<file path="config.mk">
export PLATFORM = sky130hd
export DESIGN_NAME = pwm_chan_top
export DESIGN_NICKNAME = d
export VERILOG_FILES = /design/src/rtl/pwm_pkg.sv /design/src/rtl/pwm_regs.sv /design/src/rtl/pwm_fsm.sv /design/src/rtl/pwm_gen.sv /design/src/rtl/pwm_chan_top.sv
export SDC_FILE = /design/constraint.sdc
export NUM_CORES = 1
export LEC_CHECK = 0
export ABC_AREA = 0
export BUFFER_PORTS_ARGS = -buffer_cell sky130_fd_sc_hd__buf_2
export CAP_MARGIN = 20
export CORE_MARGIN = 2
export CORE_UTILIZATION = 55
export DETAILED_ROUTE_END_ITERATION = 10
export GPL_TIMING_DRIVEN = 0
export HOLD_SLACK_MARGIN = 0.06
export PLACE_DENSITY = 0.75
export SYNTH_ARGS = -nofsm -noshare
export SYNTH_HDL_FRONTEND = slang
export SYNTH_SLANG_ARGS = --single-unit
</file>
<file path="constraint.sdc">
create_clock -name clk -period 2.6 [get_ports clk]
set_input_delay 0.39 -clock clk [delete_from_list [all_inputs] [get_ports clk]]
set_output_delay 0.39 -clock clk [all_outputs]
set_load 0.005 [all_outputs]
</file>
<file path="src/rtl/pwm_pkg.sv">
package pwm_pkg;
    typedef enum logic [1:0] {
        ST_IDLE = 2'd0,
        ST_HOLD = 2'd1,
        ST_RUN  = 2'd2
    } pwm_state_e;

    localparam logic [1:0] ADDR_PERIOD = 2'd0;
    localparam logic [1:0] ADDR_STAGE  = 2'd1;
    localparam logic [1:0] ADDR_CTRL   = 2'd2;
    localparam logic [1:0] ADDR_STAT   = 2'd3;
endpackage

</file>
<file path="src/rtl/pwm_regs.sv">
module pwm_regs #(
    parameter int W  = 16,
    parameter int AW = 2
) (
    input  logic          clk,
    input  logic          rst_n,
    input  logic          wr_en,
    input  logic [AW-1:0] wr_addr,
    input  logic [W-1:0]  wr_data,
    input  logic [AW-1:0] rd_addr,
    input  logic          wrap,
    output logic [W-1:0]  period,
    output logic [W-1:0]  stage,
    output logic          run_bit,
    output logic          flag,
    output logic [W-1:0]  rd_data
);
    import pwm_pkg::*;

    logic clr_req;

    // A write of 1 to status bit 0 requests a flag clear.
    assign clr_req = wr_en && (wr_addr == AW'(ADDR_STAT)) && wr_data[0];

    always_ff @(posedge clk or negedge rst_n) begin
        if (!rst_n) begin
            period  <= '0;
            stage   <= '0;
            run_bit <= 1'b0;
        end else if (wr_en) begin
            if (wr_addr == AW'(ADDR_PERIOD)) period  <= wr_data;
            if (wr_addr == AW'(ADDR_STAGE))  stage   <= wr_data;
            if (wr_addr == AW'(ADDR_CTRL))   run_bit <= wr_data[0];
        end
    end

    // A wrap in the same clock as a clear wins, so the flag stays set.
    always_ff @(posedge clk or negedge rst_n) begin
        if (!rst_n)       flag <= 1'b0;
        else if (wrap)    flag <= 1'b1;
        else if (clr_req) flag <= 1'b0;
    end

    always_comb begin
        rd_data = '0;
        unique case (rd_addr)
            AW'(ADDR_PERIOD): rd_data = period;
            AW'(ADDR_STAGE):  rd_data = stage;
            AW'(ADDR_CTRL):   rd_data[0] = run_bit;
            default:          rd_data[0] = flag;
        endcase
    end
endmodule

</file>
<file path="src/rtl/pwm_fsm.sv">
module pwm_fsm (
    input  logic              clk,
    input  logic              rst_n,
    input  logic              run_bit,
    input  logic              wrap,
    output pwm_pkg::pwm_state_e state,
    output logic              restart,
    output logic              counting,
    output logic              follow
);
    import pwm_pkg::*;

    pwm_state_e state_q, state_d;

    always_comb begin
        state_d = state_q;
        unique case (state_q)
            ST_IDLE: if (run_bit) state_d = ST_HOLD;   // START_SEEN
            ST_HOLD: if (!run_bit)  state_d = ST_IDLE; // STOPPED
                     else if (wrap) state_d = ST_RUN;  // FIRST_WRAP
            ST_RUN:  if (!run_bit)  state_d = ST_IDLE; // STOPPED
            default: state_d = ST_IDLE;
        endcase
    end

    always_ff @(posedge clk or negedge rst_n) begin
        if (!rst_n) state_q <= ST_IDLE;
        else        state_q <= state_d;
    end

    always_comb begin
        restart  = 1'b0;
        counting = 1'b0;
        follow   = 1'b0;
        unique case (state_q)
            ST_IDLE: restart  = run_bit;
            ST_HOLD: counting = 1'b1;
            ST_RUN:  begin
                counting = 1'b1;
                follow   = 1'b1;
            end
            default: ;
        endcase
    end

    assign state = state_q;
endmodule

</file>
<file path="src/rtl/pwm_gen.sv">
module pwm_gen #(
    parameter int W = 16
) (
    input  logic         clk,
    input  logic         rst_n,
    input  logic         cnt_en,
    input  logic         counting,
    input  logic         restart,
    input  logic         follow,
    input  logic [W-1:0] period,
    input  logic [W-1:0] stage,
    output logic         wrap,
    output logic [W-1:0] cnt,
    output logic [W-1:0] duty,
    output logic         pwm_out
);
    localparam logic [W-1:0] ONE = W'(1);

    logic held_q;
    logic level;

    // The wrap fires on the strobe that leaves the period value.
    assign wrap = counting && cnt_en && (cnt >= period);

    always_ff @(posedge clk or negedge rst_n) begin
        if (!rst_n)                 cnt <= '0;
        else if (restart)           cnt <= '0;
        else if (counting && cnt_en) cnt <= wrap ? ONE : cnt + ONE;
    end

    always_ff @(posedge clk or negedge rst_n) begin
        if (!rst_n)    duty <= '0;
        else if (wrap) duty <= stage;
    end

    assign level   = (cnt != '0) && (cnt <= duty);
    assign pwm_out = follow ? level : held_q;

    always_ff @(posedge clk or negedge rst_n) begin
        if (!rst_n) held_q <= 1'b0;
        else        held_q <= pwm_out;
    end
endmodule

</file>
<file path="src/rtl/pwm_chan_top.sv">
module pwm_chan_top #(
    parameter int W  = 16,
    parameter int AW = 2
) (
    input  logic          clk,
    input  logic          rst_n,
    input  logic          cnt_en,
    input  logic          wr_en,
    input  logic [AW-1:0] wr_addr,
    input  logic [W-1:0]  wr_data,
    input  logic [AW-1:0] rd_addr,
    output logic [W-1:0]  rd_data,
    output logic          pwm_out
);
    import pwm_pkg::*;

    logic [W-1:0] period, stage, cnt, duty;
    logic         run_bit, flag, wrap, restart, counting, follow;
    pwm_state_e   state;

    pwm_regs #(.W(W), .AW(AW)) u_regs (
        .clk(clk), .rst_n(rst_n), .wr_en(wr_en), .wr_addr(wr_addr),
        .wr_data(wr_data), .rd_addr(rd_addr), .wrap(wrap),
        .period(period), .stage(stage), .run_bit(run_bit), .flag(flag),
        .rd_data(rd_data)
    );

    pwm_fsm u_fsm (
        .clk(clk), .rst_n(rst_n), .run_bit(run_bit), .wrap(wrap),
        .state(state), .restart(restart), .counting(counting), .follow(follow)
    );

    pwm_gen #(.W(W)) u_gen (
        .clk(clk), .rst_n(rst_n), .cnt_en(cnt_en), .counting(counting),
        .restart(restart), .follow(follow), .period(period), .stage(stage),
        .wrap(wrap), .cnt(cnt), .duty(duty), .pwm_out(pwm_out)
    );
endmodule

</file>
-- Word level (Yosys, flattened, before mapping)
Index checks and enable logic that the tools add are counted.
- $add $sub $neg: 1
- magnitude comparators: 2
- equality and inequality tests: 10
- multiplexer cells: 16
- reductions and logical operators: 16
- operator list (cell ; count):
    $mux 16 ; 3
    $pmux 15 s2 ; 1
    $add 16x1->16 const B ; 1
    $ge 16x16->1 ; 1
    $le 16x16->1 ; 1
    $reduce_bool 16->1 ; 1
    $eq 2x2->1 const B ; 4
    $mux 2 ; 4
    $eq 2x1->1 const B ; 3
    $logic_not 2->1 ; 3
    $mux 1 ; 6
    $pmux 2 s3 ; 1
    $reduce_and 2->1 ; 3
    $logic_and 1x1->1 ; 5
    $ne 2x2->1 const B ; 2
    $reduce_bool 2->1 ; 2
    $ne 3x2->1 const B ; 1
    $pmux 1 s3 ; 1
    $reduce_and 3->1 ; 1
    $reduce_or 2->1 ; 1
- bits in registers: 69
- bits of input ports: 24
- output and inout bits: 17
- logic and storage cells: 53

-- Depth between registers and ports, before layout
Gate-level depths: netlist of the first run.
- depth after elaboration: 8
- depth in mapped cells: 9
- depth with buffers taken out: 8

-- Modules after synthesis
Synthesis of the first run repeated with hierarchy kept, for this count alone.
- cell total of the unflattened synthesis: 394
- area, all modules: 4154.0 um2
- by module, submodules not included (module ; times used ; cells each ; area an instance (um2) ; seq. area each (um2)):
    pwm_gen ; 1 ; 267 ; 2436.1 ; 825.8
    pwm_regs ; 1 ; 109 ; 1545.2 ; 850.8
    pwm_fsm ; 1 ; 18 ; 172.7 ; 50.0

-- Least setup slack after synthesis of the first run
Ideal clock, no wire load.
- kind: reg2reg
- start: register u_gen.cnt[0]
- end: register u_gen.cnt[9]
- setup time: 0.080 ns
- data arrival time: 2.118 ns
- required time: 2.520 ns
- slack: 0.402 ns
- cell stages (with the launch flop): 9
- buffers on the path: 0
- period minus slack after synthesis: 2.198 ns
- cells stage by stage: dfrtp_1 -> inv_1 -> ha_1 -> nand2b_4 -> a2111o_1 -> a32oi_4 -> nand3_4 -> or3_1 -> o211ai_2
- cells in the longest elaborated chain, start to end: 5
- elaborated cells between the ends (all ways): 6
- classes of those cells: add/sub: 1; order compare: 1; mux: 3; reduce/logical: 1
- ends and longest elaborated chain (item ; line ; text):
    start, declared ; pwm_gen.sv:13 ; output logic [W-1:0] cnt,
    start signal, assigned ; pwm_gen.sv:28 ; else if (counting && cnt_en) cnt <= wrap ? ONE : cnt + ONE;
    $ge 16x16->1 ; pwm_gen.sv:23 ; assign wrap = counting && cnt_en && (cnt >= period);
    $logic_and 1x1->1 ; pwm_gen.sv:23 ;
    $mux 16 * (2 in a row) ; pwm_gen.sv:28 ;
    $mux 16 * ; pwm_gen.sv:27 ; else if (restart) cnt <= '0;
Mark *: on every way between the ends. The rest lies on a longest branch, timed or not. The select of a mux whose other input is x is not followed.
A chain may end at the register's enable or synchronous reset.

-- Final worst setup path of the first run
- start: register u_gen.cnt[5]
- end: output pwm_out
- cells in the longest elaborated chain, start to end: 3
- elaborated cells between the ends (all ways): 4
- classes of those cells: order compare: 1; mux: 1; reduce/logical: 2
- ends and longest elaborated chain (item ; line ; text):
    $le 16x16->1 or $reduce_bool 16->1 (tied branches) ; pwm_gen.sv:36 ; assign level = (cnt != '0) && (cnt <= duty);
    $logic_and 1x1->1 * ; pwm_gen.sv:36 ;
    $mux 1 * ; pwm_gen.sv:37 ; assign pwm_out = follow ? level : held_q;
    end, declared ; pwm_chan_top.sv:13 ; output logic pwm_out
Mark *: on every way between the ends. The rest lies on a longest branch, timed or not.

==> results of run 1 <==
-- per-layer routing --
| layer | vias to the layer above | global-route usage [%] | share of wire, % |
|---|---|---|---|
| li1 | 1550 | - | - |
| met1 | 1627 | 34.47 | 45 |
| met2 | 83 | 42.67 | 48 |
| met3 | 24 | 4.191 | 3.8 |
| met4 | 0 | 10.38 | 3.1 |
| met5 | - | 0 | 0 |
-- area by class of cell --
class	instances	area share, %
well taps	99	2.635
multi-input cells	292	46.74
clock buffers	10	2.928
inverters	36	2.875
plain buffers	14	1.703
clock inverters	6	1.491
repair buffers	42	4.738
flip-flops and latches	69	36.89
-- power by group --
part	switching (W)	internal [W]	leakage (nW)	total, W
registers	0.0000997	0.00119	0.809	0.00129
logic	0.000415	0.000327	1.50	0.000742
clock network	0.000450	0.000476	0.0955	0.000926
-- through the flow --
step | total power [W] | utilization, % | hold slack (ps) | area (um^2) | instances
2_1_floorplan | 0.001789 | - | 94.41 | 4084 | 411
3_3_place_gp | 0.001979 | 60.96 | 464.3 | 4398 | 548
3_5_place_dp | 0.002019 | 61.00 | 466.3 | 4400 | 548
4_1_cts | 0.002939 | 64.55 | 180.7 | 4657 | 567
5_1_grt | 0.003124 | 65.16 | 231.1 | 4701 | 568
6_report | 0.002962 | 65.16 | 149.4 | 4701 | 568
-- path summary, 6_finish.rpt --
| path | cells past startpoint | endpoint | slack [ps] | from |
|---|---|---|---|---|
| min in group clk | 3 | u_regs.period[3] | 250 | wr_data[3] |
| worst min-delay path | 1 | u_regs.stage[8] | 150 | rst_n |
| worst max-delay path | 8 | pwm_out | 40 | u_gen.cnt[5] |
| max in group asynchronous | 1 | u_gen.cnt[2] | 1830 | rst_n |
| worst min register to register | 1 | u_regs.flag | 480 | u_regs.flag |
| worst max register to register | 8 | u_gen.cnt[9] | 160 | u_gen.cnt[5] |
-- repair_timing --
item,in CTS,in global routing
setup buffers,3,1
resized for setup,7,12
pin swaps,1,6
setup endpoints to repair,1,11
hold buffers,0,0
-- worst reg2reg max path, stage by stage (launching register included) --
cell and delay [ps]:
dfrtp_2 460, buf_4 190, ha_1 300, a21oi_1 150, o21ai_0 170, a221oi_4 430, nand3_4 190, or3_1 400
o211ai_2 70
-- synthesized netlist by cell type, drive strengths merged (2+ instances only) --
master,count,area share (%)
a21o,18,3.3
a21oi,12,1.7
and2,2,0.31
and3,6,0.92
and4,3,0.64
buf,7,1.3
clkbuf,7,0.64
dfrtp,69,42
ha,37,11
inv,36,3.3
mux2,19,5.2
mux2i,15,3.7
nand2,49,4.5
nand2b,2,0.49
nand3,9,1.4
nand4,9,1.4
nor2,24,2.2
nor3,4,0.74
nor3b,8,2.3
nor4,5,0.92
o211ai,2,0.49
o21a,2,0.37
o21ai,49,6.0
or3,2,0.31
xor2,2,0.43
-- sequential cells by signal, indices dropped and copies added (netlist names) --
name,flops
u_fsm.state,2
u_gen.cnt,16
u_gen.duty,16
u_gen.held_q,1
u_regs.flag,1
u_regs.period,16
u_regs.run_bit,1
u_regs.stage,16
-- cell families after synthesis --
family | after synthesis | share of synthesized area, %
muxes | 35 | 9.467
AOI/OAI and AO/OA | 89 | 14.03
and+or+nand+nor | 129 | 17.25
buffers and inverters | 50 | 5.208
adders and majority gates | 37 | 11.34
xor gates and xnor gates | 2 | 0.4290
DFF | 69 | 42.28
==> results.py, run 1 <==
metrics = {
    "sta": {
        "finalCritPeriodShare_pct": 98.34,
        "fin_worst_skew_ps": 12.68,
        "rsz0062_at_grt": "true",
        "slew_violations": 0,
        "timing_hold_violations_final": 0,
        "setup_slack_ps": 43.05,
        "fin_crit_ps": 2557,
        "relSlewSlack_pct": 42.26,
        "setup_viol": 0,
        "finalSetupTns_ps": 0,
        "max_freq_ghz": 0.3911,
        "worst_slew_pin_slew_ps": 866.0,
    },
    "routing": {
        "vias": 3284,
        "routed_wl_mm": 9.927,
        "wl_per_cell_um": 17.48,
        "drt-pass1-iter-count": 4,
        "routed_via_density": 5.782,
        "drc": 0,
        "drtIter0Drc": 175,
        "antenna_left": 0,
    },
    "clock_network": {
        "clock_latency_ps": 350,
        "cts_sinks": 69,
        "cts.path.max_buffers": 2,
        "h-tree-depth": 3,
        "clkTransAtPathRegs_ps": 80,
        "cts_tree": "yes",
        "clock-root-buffer": "clkbuf_8",
        "numCtsBuffers": 9,
    },
    "synthesis": {
        "synth_nets": 472,
        "synth_flop_cell": "dfrtp_1",
        "netlist_area_um2": 4084,
        "syn_avg_cell_area_um2": 9.937,
        "synth-seq-cells": 69,
        "synth_cell_types": 49,
        "yosysWarnings": 0,
        "ys_seq_area_share_pct": 42.28,
        "netlist_instances": 411,
        "async_flop_share_pct": 100.0,
        "synth-edff-count": 0,
    },
    "floorplan": {
        "row_count": 31,
        "core_area_um2": 7214,
        "io_pins": 41,
        "die_height_um": 90.17,
        "die_w_um": 90.17,
        "initial_core_util_pct": 56.61,
        "dieArea_um2": 8131,
    },
    "global_route": {
        "antenna_found_initial": 0,
        "grt_pass1_vias": 3437,
        "grt_max_degree": 70,
        "grt_pass1_wl_mm": 16.79,
        "globalRouteOverflowTotal": 0,
        "track_usage_pct": 25.95,
    },
    "final_layout": {
        "area_growth_pct": 15.10,
        "drive_gt1_share_pct": 24.95,
        "final_cell_mix": "dfrtp_1 (63), nand2_1 (49), buf_2 (38)",
        "diodes": 0,
        "area.sequential_um2": 1734,
        "fill_cells": 599,
        "multi_input_area_um2": 2197,
        "final_common_cell": "dfrtp_1",
        "final_nets": 525,
    },
    "power": {
        "ir_worst_vdd_v": 0.0003606,
        "cellLeakagePower_nw": 2.401,
        "powerDensity_nw_per_um2": 630.2,
    },
    "critical_path": {
        "path_delay_family": "compound AO/OA/AOI/OAI gates",
        "required_ps": 2210,
        "critPathKind": "flip-flop to primary output",
        "crit_chain": "ha_4, a21o_1, a21o_1, a21oi_2, or3_1, nand4_1, a31oi_2, buf_2",
        "worst_path_max_delay_cell": "dfrtp_2",
        "worst_setup_path_start_kind": "flip-flop",
        "end_kind": "primary output",
        "cp_num_buf_inv": 1,
        "worstPathMaxFanout": 2,
        "cpPeakStageDelay_ps": 460,
        "crit_arrival_ps": 2170,
        "path_common_cell": "a21o_1",
    },
    "hold_path": {
        "hp-class": "input pin to async pin",
    },
    "run_status": {
        "status": "finished, final reports clean",
    },
    "placement": {
        "place.gp.congestion": 0.8486,
        "pre_cts_slack_ps": 143.6,
        "dpl.hpwl_mm": 7.127,
        "io_buffers": 38,
    },
    "run": {
        "max_cap_violations": 0,
    },
}
Power figures use the tool's default switching activity.
==> run 2: changes to the inputs <==
==> constraint.sdc (replaced) <==
create_clock -name clk -period 2.7 [get_ports clk]
set_input_delay 0.405 -clock clk [delete_from_list [all_inputs] [get_ports clk]]
set_output_delay 0.405 -clock clk [all_outputs]
set_load 0.005 [all_outputs]
==> run 2 against run 1 <==
Against the previous run: total power fell by 4.0%; global-route usage down 0.10 points; non-clock buffer count rose by 2; sequential share of layout area down 0.18 points; clock-buffer cell count did not move; critical path depth unchanged; critical path type unchanged; largest cell class unchanged.
==> results.py, run 2 (synthesized netlist as in run 1, its figures left out) <==
metrics = {
    "floorplan": {
        "core_area_um2": 7214,
        "io_pins": 41,
        "die_height_um": 90.17,
        "dieArea_um2": 8131,
        "initial_core_util_pct": 56.61,
        "row_count": 31,
        "die_w_um": 90.17,
    },
    "global_route": {
        "track_usage_pct": 25.85,
        "grt_pass1_wl_mm": 16.73,
        "grt_pass1_vias": 3435,
        "grt_max_degree": 70,
        "antenna_found_initial": 0,
        "globalRouteOverflowTotal": 0,
    },
    "sta": {
        "finalCritPeriodShare_pct": 96.81,
        "worst_slew_pin_slew_ps": 857.4,
        "setup_viol": 0,
        "relSlewSlack_pct": 42.84,
        "slew_violations": 0,
        "fin_crit_ps": 2614,
        "max_freq_ghz": 0.3826,
        "timing_hold_violations_final": 0,
        "finalSetupTns_ps": 0,
        "rsz0062_at_grt": "true",
        "fin_worst_skew_ps": 12.38,
        "setup_slack_ps": 86.09,
    },
    "final_layout": {
        "drive_gt1_share_pct": 25.69,
        "area_growth_pct": 15.66,
        "final_cell_mix": "dfrtp_1 (63), nand2_1 (49), buf_2 (39)",
        "fin_cells": 570,
        "diodes": 0,
        "final_common_cell": "dfrtp_1",
        "fill_cells": 599,
        "final_nets": 527,
    },
    "routing": {
        "wl_per_cell_um": 17.27,
        "vias": 3281,
        "antenna_left": 0,
        "drtIter0Drc": 149,
        "routed_via_density": 5.756,
        "drc": 0,
        "drt-pass1-iter-count": 4,
        "routed_wl_mm": 9.844,
    },
    "placement": {
        "dp.cells": 548,
        "place.gp.congestion": 0.8486,
        "io_buffers": 38,
        "dpl.hpwl_mm": 7.127,
        "pre_cts_slack_ps": 243.6,
    },
    "critical_path": {
        "worst_path_max_delay_cell": "or4_1",
        "worstPathMaxFanout": 8,
        "required_ps": 2300,
        "reg2regPathDepth": 9,
        "worstReg2RegEnd": "u_gen.cnt[9]",
        "crit_arrival_ps": 2210,
        "worst_setup_path_start_kind": "flip-flop",
        "end_kind": "primary output",
        "cpPeakStageDelay_ps": 490,
        "rr_startpoint": "u_gen.cnt[5]",
        "crit_chain": "buf_4, buf_4, or4_1, nor4_2, nand4_1, o21ai_0, a31oi_2, buf_2",
        "path_common_cell": "buf_4",
        "critPathKind": "flip-flop to primary output",
        "r2r_slack_ps": 200,
    },
    "power": {
        "cellLeakagePower_nw": 2.406,
        "powerDensity_nw_per_um2": 602.1,
        "ir_worst_vdd_v": 0.0003490,
    },
    "clock_network": {
        "clock_latency_ps": 350,
        "cts_tree": "yes",
        "numCtsBuffers": 9,
        "cts.path.max_buffers": 2,
        "clkTransAtPathRegs_ps": 80,
        "cts_hold_buf": 0,
        "h-tree-depth": 3,
        "cts_sinks": 69,
        "clock-root-buffer": "clkbuf_8",
    },
    "run": {
        "max_cap_violations": 0,
    },
    "hold_path": {
        "hp-class": "input pin to async pin",
    },
    "run_status": {
        "status": "finished, final reports clean",
    },
}
==> run 2: cell types whose count changed in the layout (fill, tap and decap cells not counted) <==
| cell | change |
|---|---|
| ha_4 | +1 |
| buf_2 | +1 |
| nor4_1 | -1 |
| buf_4 | +1 |
| ha_1 | -1 |
| nor4_2 | +2 |
| nor4_4 | -1 |
==> run 2: cell type report <==
type	instances	area (um^2)	share of cell area, %
plain buffers	14	77.57	1.642
well taps	99	123.9	2.623
multi-input cells	292	2207	46.73
inverters	36	135.1	2.861
repair buffers	44	237.7	5.033
clock inverters	6	70.07	1.483
flip-flops and latches	69	1734	36.72
clock buffers	10	137.6	2.914
==> run 2: per-stage QoR <==
step	hold WS (ps)	utilization (%)	cell area [um^2]	total power [W]
finish	166.9	65.47	4723	0.002844
global route	246.1	65.47	4723	0.003003
CTS	195.7	64.19	4631	0.002830
detailed placement	466.3	61.00	4400	0.001944
global placement	464.3	60.96	4398	0.001905
floorplan	109.4	-	4084	0.001722
==> run 2: per-layer routing <==
layer	up-vias	routed length (um)	track usage, %
met1	1615	4356	34.44
met2	86	4718	42.36
li1	1557	-	-
met5	-	0	0
met4	0	265	10.38
met3	23	504	4.191
==> run 2: how the worst max path moves through the flow <==
stage | depth (start not counted) | from | endpoint
floorplan | 8 | u_gen.cnt[0] | u_gen.cnt[9]
global placement | 7 | u_gen.cnt[11] | u_gen.duty[12]
detailed placement | 7 | u_gen.cnt[12] | u_gen.duty[12]
CTS | 8 | u_gen.cnt[9] | pwm_out
global route | 9 | u_gen.duty[1] | pwm_out
finish | 8 | u_gen.cnt[5] | pwm_out
==> run 2: power breakdown <==
part | leakage, nW | total [W] | internal, W | switching (W)
logic | 1.50 | 0.000708 | 0.000314 | 0.000394
clock network | 0.0955 | 0.000888 | 0.000458 | 0.000430
registers | 0.809 | 0.00125 | 0.00115 | 0.0000967
==> run 2: repair_timing <==
| action | CTS | global route |
|---|---|---|
| gates cloned | 0 | 0 |
| buffers inserted | 2 | 4 |
| pin swaps | 0 | 4 |
| resized for setup | 2 | 16 |
| endpoints found under the setup margin | 1 | 1 |
==> run 2: critical path, delay by kind of cell (launching register included) <==
family          cells  cell delay, ps
compound gates      2             200
buf+inv             3             470
flops               1             450
simple gates        3             750
